===== src/rtl/bmon_pkg.sv =====
package bmon_pkg;
   typedef enum logic [1:0] {
      ST_OFF   = 2'd0,
      ST_RECOV = 2'd1,
      ST_LOAD  = 2'd2,
      ST_IDLE  = 2'd3
   } bmon_state_e;

   function automatic int unsigned max3(input int unsigned a, input int unsigned b,
                                        input int unsigned c);
      int unsigned m;
      m = (a > b) ? a : b;
      return (m > c) ? m : c;
   endfunction
endpackage


===== src/rtl/bmon_timer.sv =====
module bmon_timer #(
   parameter int unsigned W = 17
) (
   input  logic         clk,
   input  logic         rst_n,
   input  logic         clr,
   input  logic         adv,
   output logic [W-1:0] cnt
);
   always_ff @(posedge clk or negedge rst_n) begin
      if (!rst_n)   cnt <= '0;
      else if (clr) cnt <= '0;
      else if (adv) cnt <= cnt + 1'b1;
   end
endmodule


===== src/rtl/bmon_seq.sv =====
module bmon_seq
   import bmon_pkg::*;
#(
   parameter int unsigned W        = 17,
   parameter int unsigned RECOV_S  = 2,
   parameter int unsigned TEST_S   = 1,
   parameter int unsigned PERIOD_S = 86400
) (
   input  logic         clk,
   input  logic         rst_n,
   input  logic         pwr_good,
   input  logic         tick,
   input  logic         swap,
   input  logic         warn,
   input  logic [W-1:0] cnt,
   output bmon_state_e  state_q,
   output logic         cnt_clr,
   output logic         cnt_adv,
   output logic         win_close
);
   localparam logic [W-1:0] RECOV_LAST  = W'(RECOV_S - 1);
   localparam logic [W-1:0] TEST_LAST   = W'(TEST_S - 1);
   localparam logic [W-1:0] PERIOD_LAST = W'(PERIOD_S - 1);

   bmon_state_e state_d;

   always_comb begin
      state_d   = state_q;
      cnt_clr   = 1'b0;
      cnt_adv   = 1'b0;
      win_close = 1'b0;
      if (!pwr_good) begin
         state_d = ST_OFF;
         cnt_clr = 1'b1;
      end else begin
         unique case (state_q)
            ST_OFF: begin
               state_d = ST_RECOV;
               cnt_clr = 1'b1;
            end
            ST_RECOV: begin
               if (swap) begin
                  state_d = ST_LOAD;
                  cnt_clr = 1'b1;
               end else if (tick) begin
                  if (cnt == RECOV_LAST) begin
                     state_d = ST_LOAD;
                     cnt_clr = 1'b1;
                  end else begin
                     cnt_adv = 1'b1;
                  end
               end
            end
            ST_LOAD: begin
               if (swap) begin
                  cnt_clr = 1'b1;
               end else if (tick) begin
                  if (cnt == TEST_LAST) begin
                     state_d   = ST_IDLE;
                     cnt_clr   = 1'b1;
                     win_close = 1'b1;
                  end else begin
                     cnt_adv = 1'b1;
                  end
               end
            end
            ST_IDLE: begin
               if (swap) begin
                  state_d = ST_LOAD;
                  cnt_clr = 1'b1;
               end else if (tick) begin
                  if (cnt == PERIOD_LAST) begin
                     cnt_clr = 1'b1;
                     if (!warn) state_d = ST_LOAD;
                  end else begin
                     cnt_adv = 1'b1;
                  end
               end
            end
            default: state_d = ST_OFF;
         endcase
      end
   end

   always_ff @(posedge clk or negedge rst_n) begin
      if (!rst_n) state_q <= ST_OFF;
      else        state_q <= state_d;
   end
endmodule


===== src/rtl/bmon_verdict.sv =====
module bmon_verdict #(
   parameter bit LAST_ONLY = 1'b0
) (
   input  logic clk,
   input  logic rst_n,
   input  logic in_load,
   input  logic tick,
   input  logic batt_low,
   input  logic win_close,
   input  logic clear_req,
   output logic warn_q
);
   logic fail_now;

   generate
      if (LAST_ONLY) begin : g_last
         assign fail_now = batt_low;
      end else begin : g_any
         logic fail_acc;
         always_ff @(posedge clk or negedge rst_n) begin
            if (!rst_n)                     fail_acc <= 1'b0;
            else if (!in_load || clear_req) fail_acc <= 1'b0;
            else if (tick && batt_low)      fail_acc <= 1'b1;
         end
         assign fail_now = fail_acc | batt_low;
      end
   endgenerate

   always_ff @(posedge clk or negedge rst_n) begin
      if (!rst_n)         warn_q <= 1'b0;
      else if (clear_req) warn_q <= 1'b0;
      else if (win_close) warn_q <= fail_now;
   end
endmodule


===== src/rtl/battery_monitor.sv =====
module battery_monitor
   import bmon_pkg::*;
#(
   parameter int unsigned RECOV_S   = 2,
   parameter int unsigned TEST_S    = 1,
   parameter int unsigned PERIOD_S  = 86400,
   parameter bit          LAST_ONLY = 1'b0
) (
   input  logic clk,
   input  logic rst_n,
   input  logic tick_1hz,
   input  logic pwr_good,
   input  logic batt_low,
   input  logic batt_swap,
   output logic load_en,
   output logic warn_pull
);
   localparam int unsigned MAXV  = max3(RECOV_S, TEST_S, PERIOD_S);
   localparam int unsigned CNT_W = $clog2(MAXV + 1);

   generate
      if (RECOV_S < 1 || TEST_S < 1) begin : g_bad_len
         $error("battery_monitor: RECOV_S and TEST_S must be at least 1");
      end
      if (PERIOD_S <= TEST_S) begin : g_bad_period
         $error("battery_monitor: PERIOD_S must exceed TEST_S");
      end
   endgenerate

   logic [CNT_W-1:0] cnt;
   logic             cnt_clr, cnt_adv, win_close, warn_q, clear_req;
   bmon_state_e      state_q;

   assign clear_req = batt_swap & pwr_good;

   bmon_timer #(.W(CNT_W)) u_timer (
      .clk   (clk),
      .rst_n (rst_n),
      .clr   (cnt_clr),
      .adv   (cnt_adv),
      .cnt   (cnt)
   );

   bmon_seq #(
      .W        (CNT_W),
      .RECOV_S  (RECOV_S),
      .TEST_S   (TEST_S),
      .PERIOD_S (PERIOD_S)
   ) u_seq (
      .clk       (clk),
      .rst_n     (rst_n),
      .pwr_good  (pwr_good),
      .tick      (tick_1hz),
      .swap      (batt_swap),
      .warn      (warn_q),
      .cnt       (cnt),
      .state_q   (state_q),
      .cnt_clr   (cnt_clr),
      .cnt_adv   (cnt_adv),
      .win_close (win_close)
   );

   bmon_verdict #(.LAST_ONLY(LAST_ONLY)) u_verdict (
      .clk       (clk),
      .rst_n     (rst_n),
      .in_load   (state_q == ST_LOAD),
      .tick      (tick_1hz),
      .batt_low  (batt_low),
      .win_close (win_close),
      .clear_req (clear_req),
      .warn_q    (warn_q)
   );

   assign load_en   = (state_q == ST_LOAD);
   assign warn_pull = warn_q & pwr_good;
endmodule


===== config.mk =====
export PLATFORM = sky130hd
export DESIGN_NAME = battery_monitor
export DESIGN_NICKNAME = d
export VERILOG_FILES = /design/src/rtl/bmon_pkg.sv /design/src/rtl/bmon_timer.sv /design/src/rtl/bmon_seq.sv /design/src/rtl/bmon_verdict.sv /design/src/rtl/battery_monitor.sv
export SDC_FILE = /design/constraint.sdc
export NUM_CORES = 1
export LEC_CHECK = 0
export BUFFER_PORTS_ARGS = -buffer_cell sky130_fd_sc_hd__buf_2
export CAP_MARGIN = 15
export CORE_UTILIZATION = 53
export CTS_CLUSTER_DIAMETER = 120
export DETAILED_ROUTE_END_ITERATION = 7
export PLACE_DENSITY = 0.8
export REMOVE_ABC_BUFFERS = 1
export SYNTH_ARGS = -nofsm -noshare
export SYNTH_HDL_FRONTEND = slang
export SYNTH_SLANG_ARGS = --single-unit
export TNS_END_PERCENT = 30

===== constraint.sdc =====
create_clock -name clk -period 1.8 [get_ports clk]
set_clock_uncertainty 0.05 [all_clocks]
set_input_delay 0.27 -clock clk [delete_from_list [all_inputs] [get_ports clk]]
set_output_delay 0.27 -clock clk [all_outputs]
set_load 0.005 [all_outputs]

# Yosys cells after proc, flatten, opt, wreduce, memory -nomap -nowiden
# Index checks and enable logic that the tools add are counted.
# Widths: inputs -> output; s select.
# word_totals
regBits	21
in_bits	6
wordCells	73
out_inout_bits	2
# classes
reduce_logical	9
n_bitwise	3
mux	43
eq_ne	13
addsub	1
# ops
cell	n
$mux 17	2
$mux 1	27
$mux 2	11
$add 17x1->17 const B	1
$eq 17x1->1 const B	1
$eq 17x17->1 const B	1
$logic_not 17->1	1
$ne 4x4->1 const B	3
$ne 3x3->1 const B	3
$ne 4x3->1 const B	2
$pmux 2 s4	1
$reduce_and 8->1	1
$reduce_bool 2->1	3
$eq 2x2->1 const B	2
$pmux 1 s4	1
$pmux 1 s3	1
$and 1x1->1	2
$eq 2x1->1 const B	1
$logic_not 2->1	1
$logic_and 1x1->1	1
$logic_not 1->1	1
$logic_or 1x1->1	1
$or 1x1->1	1

# Logic depth before layout (Yosys ltp)
# Gate-level depths: netlist (run 1).
# logic_depth
depth_word	8
depth_mapped	9

# Cells and area by module
# Synthesis (run 1) repeated with hierarchy kept, for this count alone.
# unflattened
hier_cells	143
hier_area_um2	1305.0
# modules_own_cells
module	cells_each	n_inst	seq_area_each_um2	area_per_inst_um2
bmon_timer	87	1	425.4	875.8
bmon_seq	46	1	50.0	320.3
bmon_verdict	7	1	50.0	82.6
battery_monitor	3	1	0.0	26.3

# Worst setup path before layout (run 1)
# Ideal clock, no wire load.
# synth_timing
path_type	register -> register
from	register u_timer.cnt[10]
to	register u_timer.cnt[1]
setup_ns	0.120
period_less_slack_ns	1.981
arrival_time_ns	1.811
stages_incl_launch_ff	7
path_buffers	0
required_time_ns	1.630
slack_ns	-0.181
path_cell_list	dfrtp_1 > nor4_2 > nand4_2 > o311a_4 > o21ai_4 > mux2i_1 > nor2_2
# synth_via
elab_chain_len	7
elab_cells_between_ends	27
cone_classes	eq/ne: 2; mux: 23; reduce/logical: 2
# synth_lines
item	line	source
from (decl)	bmon_timer.sv:8	output logic [W-1:0] cnt
from (signal assigned)	bmon_timer.sv:13	else if (adv) cnt <= cnt + 1'b1;
$eq 17x17->1, or another cell as far along	bmon_seq.sv:72	if (cnt == PERIOD_LAST) begin
$mux 1, on equally long branches	bmon_seq.sv:72, bmon_seq.sv:46, bmon_seq.sv:58	
$mux 1, on equally long branches	bmon_seq.sv:71, bmon_seq.sv:45, bmon_seq.sv:57	
$mux 1, on equally long branches	bmon_seq.sv:68, bmon_seq.sv:42, bmon_seq.sv:55	
$pmux 1 s4 / $pmux 1 s3 (equally long branches)	bmon_seq.sv:36	unique case (state_q)
$mux 1	bmon_seq.sv:32	if (!pwr_good) begin
$mux 17 / $reduce_bool 2->1 (equally long branches)	--	
# Several ways; a longest one is shown, not always the timed one.
# A chain may end at the register's enable or synchronous reset.

# Worst setup path after layout (run 1)
# layout_timing
from	register u_timer.cnt[15]
to	register u_timer.cnt[15]
# Same word-level chain as after synthesis.

==> out/qor.yml, run 1 <==
status: "finished, violations left"
violations: "negative setup slack"
crit_slowest_cell: "dfrtp_1"
cts_tree: "yes"
firstDrtPassIters: 5
reg2regPathDepth: 8
synth_ff_type: "dfrtp_1"
grtUsageTotal_pct: 37.0
r2r_slack_ns: -0.48
n_antenna_cell: 0
ys_warn_count: 0
r2r_end: "u_timer.cnt[15]"
syn-cell-area_sq_um: 1340
fp.coreArea_sq_um: 2300
grt_pass1_vias: 1475
period_share_pct: 127
clkSinkCount: 21
ys_ff_latch: 21
worstPathMaxFanout: 8
r2r_start: "u_timer.cnt[15]"
final-seq-area_sq_um: 527
grt_pass1_wl_mm: 7.18
endpoint_kind: "flip-flop"
worst_slack_ns: -0.480
timing.final.crit_period_ns: 2.28
hold_slack_ns: 0.146
peakVddDrop_mv: 0.554
clock_path_buffers: 2
cts-root-buf: "clkbuf_4"
synth_cells: 143
totalWireLength_mm: 5.25
ys_types: 47
fp.dieW_um: 52.2
cp_top_family: "compound AO/OA/AOI/OAI gates"
core.rowCount: 17
synth-edff-count: 0
whs_endpoint: "u_verdict.g_any.fail_acc"
ios: 8
crit_buf_inv: 2
multi_input_area_sq_um: 881
grt_max_degree: 22
fmax_mhz: 439
ctsHtreeMaxLevel: 1
required_ns: 1.99
pwr_density_cell_nw_per_um2: 471
drc: 0
drive_above_1_share_pct: 49.0
die_h_um: 52.2
critPathMaxStageDelay_ns: 0.45
overflow: 0
layout.cells.most_common_list: "38 x buf_4, 20 x dfrtp_1, 11 x nand2_1"
final_common_cell: "buf_4"
crit_chain: "nor4_4 -> buf_4 -> nand4_4 -> o311a_4 -> o2111ai_4 -> buf_12 -> o31ai_1 -> a21oi_1"
start_util_pct: 58.1
clk_pin_slew_ns: 0.15
drt-initial-drc-count: 125
vias: 1548
max_cap_violations: 0
design.die.area_sq_um: 2720
async_reset_ff_share_pct: 100
whs_path_depth: 2
power.leakage_nw: 0.806
postRouteAntennaNets: 0
vias_per_cell: 6.91
setup_viol: 19
fin_tns_setup_ns: -7.44
hold_violations: 0
hpwl_mm: 2.64
fill_cells: 118
port_buffers: 7
worstMarginPinSlew_ns: 0.571
rsz0062_at_grt: "true"
areaGrowthSynthToFinish_pct: 43.3
critPathLaunchType: "flip-flop"
ys_seq_area_share_pct: 39.4
critical_path_class: "flip-flop to flip-flop"
min-delay-path-class: "input pin to flip-flop"
synth.avg_cell_area_sq_um: 9.34
avgRoutedWirePerCell_um: 23.5
cts_buffers: 3
worstHoldStart: "pwr_good"
place_congestion: 0.905
slew_headroom_pct: 61.6
clk_latency_ns: 0.32
antenna_found_initial: 0
critPathArrivalTime_ns: 2.47
fin_nets: 206
slew_viol_final: 0
## layer usage
metal	up-vias	wire length [um]	track usage (%)
li1	631	-	-
met1	710	1830	46.2
met2	158	2450	59.8
met3	49	573	7.54
met4	0	399	19.7
met5	-	0	0
## worst reg2reg max path, stage by stage (launching register included)
cell	delay, ns
dfrtp_1	0.45
nor4_4	0.38
buf_4	0.19
nand4_4	0.08
o311a_4	0.40
o2111ai_4	0.27
buf_12	0.16
o31ai_1	0.09
a21oi_1	0.14
## worst max-delay path by stage
stage                          from               to  cells past startpoint
detailed placement   u_timer.cnt[9]   u_timer.cnt[5]                      7
global placement     u_timer.cnt[0]  u_timer.cnt[15]                      7
global route        u_timer.cnt[15]  u_timer.cnt[15]                      8
finish              u_timer.cnt[15]  u_timer.cnt[15]                      8
CTS                  u_timer.cnt[9]  u_timer.cnt[13]                      8
floorplan            u_timer.cnt[0]   u_timer.cnt[4]                      7
## cell type report
type | count | area share [%]
inverter | 10 | 1.96
sequential | 21 | 27.5
clock buffer | 4 | 1.37
multi-input combinational | 109 | 46.0
tap | 28 | 1.83
timing repair buffer | 52 | 21.3
## flip-flops by register name, summed over array words and instances, names as in the netlist
name and cells:
u_timer.cnt 17, u_verdict.warn_q 1, u_verdict.g_any.fail_acc 1, u_seq.state_q 2
## cell usage after synthesis, drive strengths merged (2+ instances only)
master	instances	area share, %
and4	3	2.2
o211ai	3	1.7
nand4	5	2.8
ha	3	2.8
nor2b	2	0.94
nand3	5	1.9
dfrtp	21	39
or3	5	2.3
buf	3	1.6
o31ai	3	1.7
or4	3	1.7
nand3b	2	1.1
xnor2	2	1.3
nor4	4	2.3
xor2	5	3.3
nor3	4	1.9
nand2b	2	1.5
a21oi	9	3.7
nor2	14	4.3
nand2	11	3.1
o21ai	11	5.0
inv	10	2.8
## per-stage QoR
| step | utilization, % | power, W | std cells | instance area (sq um) | setup slack [ns] |
|---|---|---|---|---|---|
| floorplan | - | 0.000555 | 140 | 1310 | -0.393 |
| global placement | 72.7 | 0.000613 | 213 | 1670 | -0.200 |
| detailed placement | 72.7 | 0.000621 | 213 | 1670 | -0.318 |
| CTS | 77.9 | 0.000866 | 221 | 1790 | -0.291 |
| global route | 83.3 | 0.000913 | 224 | 1910 | -0.543 |
| finish | 83.3 | 0.000901 | 224 | 1910 | -0.480 |
## cells by family after synthesis
logic type | Yosys count | share of synthesized area (%)
AO/OA/AOI/OAI | 36 | 21.0
XOR/XNOR | 7 | 4.59
adder cells (fa/ha/maj) | 3 | 2.81
buffers and inverters | 13 | 4.41
flip-flops | 21 | 39.4
multiplexers | 1 | 0.750
AND/OR/NAND/NOR | 62 | 27.1
## where the power goes
part	switching, W	internal (W)
sequential	0.0000125	0.000481
combinational	0.0000894	0.0000645
clock	0.000167	0.0000866
total	0.000269	0.000632
## what timing repair did
action / in CTS / in global routing
pin swaps: 7 / 20
setup buffers: 2 / 3
setup endpoints to repair: 19 / 19
gates resized for setup: 14 / 23
gates cloned: 1 / 0
hold buffers: 1 / 0
endpoints found under the hold margin: 21 / 0
(Power assumes the default switching activity.)
==> run 2, diff against run 1 <==
- GPL_TIMING_DRIVEN: default -> 0
- SETUP_SLACK_MARGIN: default -> 0.2
==> run 2 against run 1 <==
Non-clock buffer count down 33. Core utilization decreased by 12 points. The flow still finishes with violations (negative setup slack). Final cell count shrank 14%. Fmax rose by 9.9%. Cell area down 14%.
==> out/qor.yml, run 2 (synthesized netlist as in run 1, its figures left out) <==
status: "finished, violations left"
violations: "negative setup slack"
critPathArrivalTime_ns: 2.25  # -0.22 ns
die_h_um: 52.2  # unchanged
overflow: 0  # unchanged
slew_viol_final: 0  # unchanged
largest_register_ff_count: 17  # unchanged
clk_pin_slew_ns: 0.13  # -0.02 ns
endpoint_kind: "flip-flop"
clkSinkCount: 21  # unchanged
fmax_mhz: 482  # +9.9%
peakVddDrop_mv: 0.452  # -18%
critPathMaxStageDelay_ns: 0.49  # +0.04 ns
top_register: "u_timer.cnt"
vias: 1245  # -20%
design.die.area_sq_um: 2720  # unchanged
start_util_pct: 58.1  # unchanged
period_share_pct: 115  # -11 points
pwr_density_cell_nw_per_um2: 522  # +11%
layout.cells.most_common_list: "14 x dfrtp_1, 11 x nor2_1, 11 x nand2_1"
ios: 8  # unchanged
critical_path_class: "flip-flop to flip-flop"
cts_tree: "yes"
required_ns: 1.97  # -0.02 ns
drive_above_1_share_pct: 36.6  # -12 points
largest_registers: "u_timer.cnt x17, u_seq.state_q x2"
final_common_cell: "dfrtp_1"
core.rowCount: 17  # unchanged
power.leakage_nw: 0.631  # -22%
crit_slowest_cell: "dfrtp_1"
place_congestion: 0.840  # -7.2%
n_antenna_cell: 0  # unchanged
areaGrowthSynthToFinish_pct: 23.1
fin_util_pct: 71.5  # -12 points
port_buffers: 7  # unchanged
worstPathMaxFanout: 5  # -3
firstDrtPassIters: 4  # -1
crit_buf_inv: 1  # -1
worstMarginPinSlew_ns: 0.569  # -0.00182 ns
avgRoutedWirePerCell_um: 18.7  # -20%
timing.final.crit_period_ns: 2.07  # -0.205 ns
grt_pass1_wl_mm: 5.46  # -24%
drt-initial-drc-count: 45  # -64%
hpwl_mm: 2.08  # -21%
antenna_found_initial: 0  # unchanged
slew_headroom_pct: 61.9  # +0.32 points
cp_top_family: "compound AO/OA/AOI/OAI gates"
postRouteAntennaNets: 0  # unchanged
totalWireLength_mm: 3.59  # -32%
fill_cells: 159  # +35%
hold_violations: 0  # unchanged
critPathLaunchType: "flip-flop"
crit_chain: "nor4_4 -> nand4_1 -> a21o_1 -> buf_4 -> o2111ai_4 -> o21ai_1 -> a21oi_1"
grtUsageTotal_pct: 27.9  # -9.1 points
worst_slack_ns: -0.275  # +0.205 ns
max_cap_violations: 0  # unchanged
vias_per_cell: 6.48  # -6.2%
ctsHtreeMaxLevel: 1  # unchanged
setup_viol: 17  # -2
fin_nets: 174  # -16%
grt_max_degree: 22  # unchanged
grt_pass1_vias: 1169  # -21%
cts_buffers: 3  # unchanged
cts-root-buf: "clkbuf_4"
min-delay-path-class: "input pin to flip-flop"
clk_latency_ns: 0.32  # about the same
rsz0062_at_grt: "true"
clock_path_buffers: 2  # unchanged
fin_tns_setup_ns: -3.70  # +3.74 ns
drc: 0  # unchanged
fp.coreArea_sq_um: 2300  # unchanged
fp.dieW_um: 52.2  # unchanged
[run 2: changes by cell type in the layout (fill, tap and decap cells not counted), sizes merged]
cell,previous run,this run
buf,51,18
o2111ai,1,2
[run 2: layout make-up]
cell class              instances  area (sq um)  share of cell area (%)
repair buffers                 19           139                    8.45
clock buffers                   4          26.3                    1.60
well taps                      28          35.0                    2.13
inverters                      10          37.5                    2.28
multi-input cells             110           871                    53.0
flip-flops and latches         21           534                    32.5
[run 2: metal layers]
layer  routed length (um)  global-route usage, %  vias to the layer above  part of all wire [%]
met5                    0                      0                        -                     0
met4                   60                   11.0                        0                   1.7
met3                  234                   5.22                       10                   6.5
met2                 1830                   47.9                       62                    51
met1                 1470                   34.3                      602                    41
li1                     -                      -                      571                     -
[run 2: where the power goes]
| group | switching, W | internal (W) | leakage, nW |
|---|---|---|---|
| Clock | 0.000156 | 0.0000866 | 0.0150 |
| Sequential | 0.0000136 | 0.000481 | 0.279 |
| Combinational | 0.0000707 | 0.0000500 | 0.337 |
| Total | 0.000240 | 0.000617 | 0.631 |
[run 2: path summary, 6_finish.rpt]
| kind | start | to | slack [ns] | depth (start not counted) |
|---|---|---|---|---|
| hold / removal | pwr_good | u_verdict.g_any.fail_acc | 0.13 | 2 |
| max in group asynchronous | rst_n | u_timer.cnt[10] | 0.96 | 2 |
| setup / recovery | u_timer.cnt[3] | u_timer.cnt[11] | -0.27 | 7 |
| min in group asynchronous | rst_n | u_verdict.warn_q | 0.38 | 2 |
| hold reg to reg | u_verdict.warn_q | u_verdict.warn_q | 0.54 | 2 |
| setup reg to reg | u_timer.cnt[3] | u_timer.cnt[11] | -0.27 | 7 |
[run 2: what timing repair did]
action                                  in CTS  in global routing
cloned                                       1                  0
endpoints found under the hold margin       21                  0
resized for setup                           21                 10
endpoints found under the setup margin      20                 20
pin swaps                                    6                  7
hold buffers                                 1                  0
setup buffers                                9                  2
[run 2: metrics by stage]
stage                     cells  total power, W  worst slack (ns)  cell area (sq um)  hold slack (ns)
after floorplan             140        0.000555            -0.393               1310          -0.0756
after global placement      175        0.000588            -0.771               1380            0.199
after detailed placement    175        0.000593            -0.819               1380            0.200
after CTS                   190        0.000846            -0.185               1580            0.142
after global routing        192        0.000890            -0.344               1640            0.129
final                       192        0.000857            -0.275               1640            0.130
==> run 3, diff against run 2 <==
- CTS_CLUSTER_SIZE: default -> 28
- SYNTH_HIERARCHICAL: default -> 1
==> run 3 against run 2 <==
The flow still finishes with violations (negative setup slack). Core utilization increased by 2.7 points. Sequential power up 5.3%. Via count is 7.7% higher. Die area down 2.2%. Critical path type unchanged.
==> out/qor.yml, run 3 <==
hold_violations: 0  # unchanged
drc: 0  # unchanged
endpoint_kind: "flip-flop"
netlist_top_cells_area: "dfrtp_1 40%, nor2_1 6.6%, xnor2_1 5.4%, nor4_1 3.4%, nand4_1 2.9%"
top_register: "u_timer/cnt"
fin_nets: 173  # -0.57%
violations: "negative setup slack"
crit_slowest_cell: "or4_4"
grt_pass1_vias: 1223  # +4.6%
synth_ff_type: "dfrtp_1"
setup_viol: 18  # +1
ys_types: 42  # -11%
fp.coreArea_sq_um: 2280  # -0.93%
place_congestion: 0.867  # +3.2%
min-delay-path-class: "input pin to flip-flop"
cts_buffers: 3  # unchanged
fin_util_pct: 74.2  # +2.7 points
grtUsageTotal_pct: 27.8  # -0.068 points
worstPathMaxFanout: 4  # -1
ctsHtreeMaxLevel: 1  # unchanged
start_util_pct: 57.3  # -0.78 points
areaGrowthSynthToFinish_pct: 29.4
crit_chain: "or4_4 -> nor3b_4 -> a211oi_2 -> o22ai_2 -> buf_6 -> buf_6 -> nor2_4 -> or3_4 -> or4_4 -> a21oi_2"
status: "finished, violations left"
peakVddDrop_mv: 0.356  # -21%
design.die.area_sq_um: 2660  # -2.2%
fmax_mhz: 344  # -29%
critical_path_class: "flip-flop to flip-flop"
critPathLaunchType: "flip-flop"
clk_latency_ns: 0.30  # -0.02 ns
postRouteAntennaNets: 0  # unchanged
fill_cells: 129  # -19%
avgRoutedWirePerCell_um: 19.4  # +3.8%
fp.dieW_um: 51.6  # -1.1%
power.leakage_nw: 0.710  # +13%
firstDrtPassIters: 5  # +1
n_antenna_cell: 0  # unchanged
synth_top_cell_by_area: "dfrtp_1"
synth-edff-count: 0  # unchanged
rsz0062_at_grt: "true"
ys_ff_latch: 21  # unchanged
pwr_density_cell_nw_per_um2: 574  # +9.9%
hpwl_mm: 1.94  # -6.7%
period_share_pct: 161  # +46 points
async_reset_ff_share_pct: 100  # unchanged
cts_tree: "yes"
vias_per_cell: 6.95  # +7.2%
grt_max_degree: 22  # unchanged
port_buffers: 7  # unchanged
core.rowCount: 17  # unchanged
synthTopCellsByCount: "23 x nor2_1, 21 x dfrtp_1, 8 x xnor2_1"
grt_pass1_wl_mm: 5.50  # +0.77%
dpl_worst_slack_ns: -1.91  # -1.09 ns
cts-root-buf: "clkbuf_4"
report.power.total_w: 0.000969  # +13%
vias: 1341  # +7.7%
syn-cell-area_sq_um: 1310  # -2.2%
antenna_found_initial: 0  # unchanged
slew_viol_final: 0  # unchanged
die_h_um: 51.6  # -1.1%
clkSinkCount: 21  # unchanged
worstMarginPinSlew_ns: 0.500  # -0.0688 ns
critPathArrivalTime_ns: 3.09  # +0.84 ns
final_common_cell: "nor2_1"
synth_cells: 143  # unchanged
ios: 8  # unchanged
cp_top_family: "simple AND/OR/NAND/NOR gates"
synth_most_common_cell: "nor2_1"
synth_top_area_share_pct: 40.3  # +0.91 points
worst_slack_ns: -1.11  # -0.831 ns
crit_buf_inv: 2  # +1
drive_above_1_share_pct: 38.2  # +1.6 points
clk_pin_slew_ns: 0.12  # about the same
largest_registers: "u_timer/cnt x17, u_seq/state_q x2"
critPathMaxStageDelay_ns: 0.59  # +0.10 ns
largest_register_ff_count: 17  # unchanged
drt-initial-drc-count: 101  # +120%
required_ns: 1.98  # about the same
totalWireLength_mm: 3.75  # +4.4%
clock_path_buffers: 2  # unchanged
layout.cells.most_common_list: "22 x nor2_1, 15 x dfrtp_1, 10 x buf_4"
overflow: 0  # unchanged
max_cap_violations: 0  # unchanged
timing.final.crit_period_ns: 2.91  # +0.831 ns
slew_headroom_pct: 66.6  # +4.7 points
ys_warn_count: 6  # +6
ys_seq_area_share_pct: 40.3  # +0.91 points
synth.avg_cell_area_sq_um: 9.13  # -2.2%
[run 3: cell count changes after synthesis, sizes merged, moves of 4 or more]
cell	delta
xnor2	+6
nor2	+9
nor4	+4
inv	-5
o21ai	-7
nand2	-4
[run 3: final timing paths]
check | endpoint | from | slack [ns] | depth (start not counted)
max | u_timer/cnt[15] | u_timer/cnt[2] | -1.11 | 10
min | u_seq/state_q[1] | pwr_good | 0.20 | 3
max reg2reg | u_timer/cnt[15] | u_timer/cnt[2] | -1.11 | 10
min reg2reg | u_verdict/g_any.fail_acc | u_verdict/g_any.fail_acc | 0.55 | 2
max in group asynchronous | u_timer/cnt[2] | rst_n | 0.96 | 2
min in group asynchronous | u_verdict/g_any.fail_acc | rst_n | 0.39 | 2
[run 3: per-stage QoR]
step	hold WS [ns]	instances	area [sq um]	setup TNS, ns
6_report	0.199	193	1690	-12.82
5_1_grt	0.209	193	1690	-13.76
4_1_cts	0.185	191	1610	-11.02
3_5_place_dp	0.194	176	1360	-21.26
3_3_place_gp	0.191	174	1350	-29.33
2_1_floorplan	-0.0756	139	1280	-20.33
[run 3: metal layers]
metal	track usage, %	vias to the layer above	part of all wire [%]
li1	-	572	-
met1	33.9	628	39
met2	45.9	102	47
met3	3.80	39	7.5
met4	17.6	0	6.9
met5	0	-	0
[run 3: cell type report]
class	count	area [sq um]	area share (%)
repair buffers	22	165	9.78
flip-flops and latches	21	533	31.6
well taps	28	35.0	2.07
multi-input cells	113	910	53.9
inverters	5	18.8	1.11
clock inverters	1	5.00	0.296
clock buffers	3	22.5	1.33
[run 3: kinds of logic after synthesis]
logic type | Yosys count | share of synthesized area [%]
compound gates | 23 | 11.6
xor+xnor | 11 | 7.38
fa+ha+maj | 1 | 0.959
buf+inv | 9 | 3.64
flops | 21 | 40.3
mux | 2 | 1.63
simple gates | 76 | 34.5
[run 3: power breakdown]
part,internal (W),switching (W)
logic,0.0000975,0.000126
registers,0.000486,0.0000335
clock network,0.0000826,0.000144
total,0.000666,0.000303
[run 3: worst min-delay path, delay by kind of cell]
family	cells	cell delay [ns]
buffers and inverters	1	0.14
and+or+nand+nor	1	0.06
AOI/OAI and AO/OA	1	0.06
[run 3: repair_timing]
item	CTS	global route
gates resized for setup	32	13
pin swaps	17	4
hold buffers	1	0
setup buffers	10	2
endpoints found under the setup margin	20	20
hold endpoints to repair	21	0
